**config.mk**
```make
export PLATFORM = sky130hd
export DESIGN_NAME = nvm_guard_regs
export DESIGN_NICKNAME = d
export VERILOG_FILES = /design/src/rtl/nvm_guard_pkg.sv /design/src/rtl/nvm_guard_ctrl.sv /design/src/rtl/nvm_guard_dp.sv /design/src/rtl/nvm_guard_regs.sv
export SDC_FILE = /design/constraint.sdc
export NUM_CORES = 1
export LEC_CHECK = 0
export ABC_CLOCK_PERIOD_IN_PS = 1400
export BUFFER_PORTS_ARGS = -buffer_cell sky130_fd_sc_hd__buf_2
export CAP_MARGIN = 30
export CORE_MARGIN = 8
export CORE_UTILIZATION = 40
export DETAILED_ROUTE_END_ITERATION = 8
export PLACE_DENSITY = 0.74
export SYNTH_ARGS = -nofsm -noshare
export SYNTH_HDL_FRONTEND = slang
export SYNTH_HIERARCHICAL = 1
export SYNTH_SLANG_ARGS = --single-unit
```
**constraint.sdc**
```tcl
create_clock -name clk -period 1.4 [get_ports clk]
set_input_delay 0 -clock clk [delete_from_list [all_inputs] [get_ports clk]]
set_output_delay 0 -clock clk [all_outputs]
set_load 0.005 [all_outputs]
```
**src/rtl/nvm_guard_pkg.sv**
```systemverilog
package nvm_guard_pkg;
  localparam int DATA_W      = 8;
  localparam int CFG_CBE_BIT = 7;
  localparam int CFG_CC_BIT  = 6;
  localparam int CFG_KEY_BIT = 5;
  localparam int PROT_OPEN   = 7;
  localparam int PROT_NV     = 6;
  localparam int PROT_HDIS   = 5;
  localparam int PROT_HSZ    = 3;
  localparam int PROT_LDIS   = 2;
  localparam int PROT_LSZ    = 0;

  typedef struct packed {
    logic cfgWr;
    logic protWr;
    logic keyWrOk;
    logic rdCfg;
    logic rdProt;
  } strobeT;
endpackage

```
**src/rtl/nvm_guard_ctrl.sv**
```systemverilog
module nvm_guard_ctrl
  import nvm_guard_pkg::*;
#(
  parameter int ADDR_W   = 4,
  parameter int CFG_OFS  = 3,
  parameter int PROT_OFS = 4
) (
  input  logic [ADDR_W-1:0] busAddr,
  input  logic              busWrEn,
  input  logic              keyEnable,
  output strobeT            stb
);
  localparam logic [ADDR_W-1:0] CFG_A  = ADDR_W'(CFG_OFS);
  localparam logic [ADDR_W-1:0] PROT_A = ADDR_W'(PROT_OFS);

  logic hitCfg, hitProt;

  always_comb begin
    hitCfg      = (busAddr == CFG_A);
    hitProt     = (busAddr == PROT_A);
    stb.cfgWr   = busWrEn && hitCfg;
    stb.protWr  = busWrEn && hitProt;
    stb.keyWrOk = busWrEn && hitCfg && keyEnable;
    stb.rdCfg   = hitCfg;
    stb.rdProt  = hitProt;
  end
endmodule

```
**src/rtl/nvm_guard_dp.sv**
```systemverilog
module nvm_guard_dp
  import nvm_guard_pkg::*;
(
  input  logic              clk,
  input  logic              rstN,
  input  strobeT            stb,
  input  logic [DATA_W-1:0] wrData,
  input  logic [DATA_W-1:0] nvImage,
  input  logic              bufEmptyFlag,
  input  logic              cmdDoneFlag,
  output logic [DATA_W-1:0] rdData,
  output logic [DATA_W-1:0] protQ,
  output logic              irqReq,
  output logic              keyAccess
);
  logic cbeEn, ccEn;
  logic [DATA_W-1:0] protNext;
  logic [DATA_W-1:0] cfgByte;

  // configuration bits
  always_ff @(posedge clk) begin
    if (!rstN) begin
      cbeEn     <= 1'b0;
      ccEn      <= 1'b0;
      keyAccess <= 1'b0;
    end else begin
      if (stb.cfgWr) begin
        cbeEn <= wrData[CFG_CBE_BIT];
        ccEn  <= wrData[CFG_CC_BIT];
      end
      if (stb.keyWrOk) keyAccess <= wrData[CFG_KEY_BIT];
    end
  end

  // protection: ratchet toward stronger protection only
  always_comb begin
    protNext = protQ;
    protNext[PROT_OPEN] = protQ[PROT_OPEN] & wrData[PROT_OPEN];
    protNext[PROT_HDIS] = protQ[PROT_HDIS] & wrData[PROT_HDIS];
    protNext[PROT_LDIS] = protQ[PROT_LDIS] & wrData[PROT_LDIS];
    if (protQ[PROT_HDIS]) protNext[PROT_HSZ+:2] = wrData[PROT_HSZ+:2];
    if (protQ[PROT_LDIS]) protNext[PROT_LSZ+:2] = wrData[PROT_LSZ+:2];
  end

  always_ff @(posedge clk) begin
    if (!rstN)           protQ <= nvImage;
    else if (stb.protWr) protQ <= protNext;
  end

  always_comb begin
    cfgByte = '0;
    cfgByte[CFG_CBE_BIT] = cbeEn;
    cfgByte[CFG_CC_BIT]  = ccEn;
    cfgByte[CFG_KEY_BIT] = keyAccess;
    if (stb.rdCfg)       rdData = cfgByte;
    else if (stb.rdProt) rdData = protQ;
    else                 rdData = '0;
    irqReq = (cbeEn && bufEmptyFlag) || (ccEn && cmdDoneFlag);
  end
endmodule

```
**src/rtl/nvm_guard_regs.sv**
```systemverilog
module nvm_guard_regs
  import nvm_guard_pkg::*;
#(
  parameter int ADDR_W   = 4,
  parameter int CFG_OFS  = 3,
  parameter int PROT_OFS = 4
) (
  input  logic              clk,
  input  logic              rstN,
  input  logic [ADDR_W-1:0] busAddr,
  input  logic              busWrEn,
  input  logic [7:0]        busWrData,
  output logic [7:0]        busRdData,
  input  logic [7:0]        nvImage,
  input  logic              keyEnable,
  input  logic              bufEmptyFlag,
  input  logic              cmdDoneFlag,
  output logic              irqReq,
  output logic              keyWriteRoute,
  output logic              arrayReadInvalid
);
  strobeT     stb;
  logic [7:0] protQ;
  logic       keyAccess;

  nvm_guard_ctrl #(.ADDR_W(ADDR_W), .CFG_OFS(CFG_OFS), .PROT_OFS(PROT_OFS)) ctrl_i (
    .busAddr(busAddr), .busWrEn(busWrEn), .keyEnable(keyEnable), .stb(stb)
  );

  nvm_guard_dp dp_i (
    .clk(clk), .rstN(rstN), .stb(stb), .wrData(busWrData), .nvImage(nvImage),
    .bufEmptyFlag(bufEmptyFlag), .cmdDoneFlag(cmdDoneFlag),
    .rdData(busRdData), .protQ(protQ), .irqReq(irqReq), .keyAccess(keyAccess)
  );

  assign keyWriteRoute    = keyAccess;
  assign arrayReadInvalid = keyAccess;
endmodule

```
==> results_dict.tcl <==
set metrics [dict create \
    start_util_pct 43.02 \
    synth_most_common_cell "edfxtp_1" \
    overflow 0 \
    slowest_delay_ns 0.31 \
    cp_max_fo 7 \
    clockBufferDepth 2 \
    async_flop_share_pct 0 \
    startpoint_type "input pin" \
    r2r_slack_ns 0.55 \
    cp.required_ns 1.40 \
    p_leak_nw 0.4146 \
    drt_iter0_drc 11 \
    cp.arrival_ns 0.99 \
    ys_seq_area_share_pct 46.33 \
    hpwl_mm 1.215 \
    finalWorstPathRequiredPeriod_ns 0.9940 \
    crit_top_cell "buf_2" \
    hp-class "in -> reg" \
    htree_levels 1 \
    syn_nets 85 \
    ioPinCount 37 \
    synth_edf_count 8 \
    max_cap_viol_count 0 \
    cts.reportedPaths.clkPinSlew_ns 0.06 \
    die_h_um 56.25 \
    irDropWorstVdd_v 0.0004004 \
    grt_usage_pct 9.973 \
    powerDensity_nw_per_um2 799.5 \
    fin_hold_ws_ns 0.009789 \
    critPathBufInv 2 \
    antenna_found_initial 0 \
    rsz0062_at_grt "false" \
    hold_buffers 2 \
    cts_setup_buffers 0 \
    area_growth_pct 31.08 \
    vias_per_cell 4.813 \
    synth_area_leader_cell "edfxtp_1" \
    finalSetupViolCount 0 \
    grt_max_degree 16 \
    post_cts_resized 0 \
    worstRegToRegCells 2 \
    timing.final.max_slew_violations 0 \
    route.detailed.drc 0 \
    min_from "busWrData[7]" \
    fillCellCount 140 \
    ys_warn_count 6 \
    yosys-top-cells-count "edfxtp_1 (8), and2_1 (6), nand2_1 (6)" \
    die_x_um 56.25 \
    worstMarginPinSlew_ns 0.2758 \
    worstSkewPairLatency_ns 0.26 \
    synth_cells 59 \
    root_buffer "clkbuf_4" \
    ys_top_cells_by_area "edfxtp_1 (37%), dfxtp_1 (9.3%), and2_1 (5.8%)" \
    dr_total_vias 539 \
    max_freq_ghz 1.006 \
    hold_viol 0 \
    synth_top_area_share_pct 37.07 \
    synth_flop_cell "edfxtp_1" \
    grt_pass1_wl_mm 2.497 \
    die-area_um2 3164 \
    routedWlPerCell_um 13.44 \
    finalCritPeriodShare_pct 71.00 \
    finalNetCount 123 \
    whs_endpoint "dp_i/cbeEn" \
    synthDistinctLibCells 23 \
    cts_tree "built" \
    core.rowCount 14 \
    core_area_um2 1506 \
    cts_sinks 11 \
    drive_above_1_share_pct 50.00 \
    wl_mm 1.505 \
    path_cells "buf_2 > nor4b_4 > nor2b_2 > and2_1 > buf_2" \
    slew_headroom_pct 81.61 \
    hold_depth 3 \
    rr_endpoint "dp_i/protQ[5]" \
    grt_pass1_vias 586 \
    status "complete, no violations" \
    reg2reg_from "dp_i/protQ[5]" \
    final_antenna_net_count 0 \
    port_buffers 36 \
    avgSynthCellArea_um2 10.99 \
    insertedDiodeCount 0 \
    cts_made_buffers 3 \
    criticalPathCategory "in -> out" \
    ys_ff_latch 11 \
    skew_ns 0.001005 \
    drt-pass1-iter-count 4 \
    cp_top_family "simple AND/OR/NAND/NOR gates" \
    final.setup.tns_ns 0 \
    routabilityCongestion 0.7584 \
    critPathCaptureType "output port" \
    synth.cell_area_um2 648.1 \
    cpMaxStageDelayCell "nor2b_2" \
]
-- area by class of cell --
| cell class | count | area [um^2] | share of cell area, % |
|---|---|---|---|
| Clock buffer | 4 | 26.28 | 3.093 |
| Inverter | 4 | 15.01 | 1.767 |
| Multi-Input combinational cell | 39 | 287.8 | 33.87 |
| Sequential cell | 11 | 300.3 | 35.35 |
| Tap cell | 16 | 20.02 | 2.356 |
| Timing Repair Buffer | 38 | 200.2 | 23.56 |
-- state kept, by name, indices dropped and copies added, names as in the netlist --
signal          count
dp_i/cbeEn          1
dp_i/ccEn           1
dp_i/keyAccess      1
dp_i/protQ          8
-- worst register-to-register path: cells and delay by family, from the launching register on --
kind	cells	cell delay, ns
AOI/OAI and AO/OA	1	0.07
and+or+nand+nor	1	0.12
DFF	1	0.42
-- worst max-delay path by stage --
stage / cells past startpoint / slack [ns] / end / start
2_1_floorplan: 3 / 0.53 / dp_i/protQ[2] / busAddr[1]
3_3_place_gp: 4 / 0.31 / dp_i/protQ[7] / busAddr[1]
3_5_place_dp: 4 / 0.30 / dp_i/protQ[2] / busAddr[1]
4_1_cts: 3 / 0.37 / busRdData[5] / dp_i/protQ[5]
5_1_grt: 5 / 0.32 / busRdData[4] / busAddr[1]
6_report: 5 / 0.41 / busRdData[2] / busAddr[1]
-- metrics by stage --
stage / cells / setup slack (ns) / cell area (um^2) / util, % / total power [W]
detailed placement: 106 / 0.3020 / 803.3 / 53.32 / 0.0004776
CTS: 112 / 0.3740 / 849.6 / 56.40 / 0.0006969
global placement: 106 / 0.3098 / 803.3 / 53.32 / 0.0004759
floorplan: 59 / 0.5274 / 648.1 / - / 0.0004355
finish: 112 / 0.4060 / 849.6 / 56.40 / 0.0006792
global route: 112 / 0.3235 / 849.6 / 56.40 / 0.0007306
-- metal layers --
layer,vias up,wire (um),track usage (%)
li1,277,-,-
met1,243,592,8.912
met2,17,803,17.43
met3,2,82,3.596
met4,0,27,8.247
met5,-,0,0
-- where the power goes --
part            total, W  internal [W]  switching [W]
combinational  0.0000961     0.0000561      0.0000401
sequential      0.000378      0.000371     0.00000703
clock           0.000205      0.000110      0.0000948
total           0.000679      0.000537       0.000142
-- logic make-up (layout without fill, tap and decap cells) --
logic type / count (synthesis) / count (layout) / synth area share, %
compound gates: 7 / 7 / 7.142
buf+inv: 9 / 46 / 9.265
flops: 11 / 11 / 46.33
mux: 7 / 7 / 12.16
simple gates: 25 / 25 / 25.10
-- layout by cell type (no fill, tap or decap), types with 6 or more instances in the layout --
master	count
buf_2	36
edfxtp_1	8
nand2_1	6
and2_1	6
Note: power is estimated with default switching activity, not from simulation.
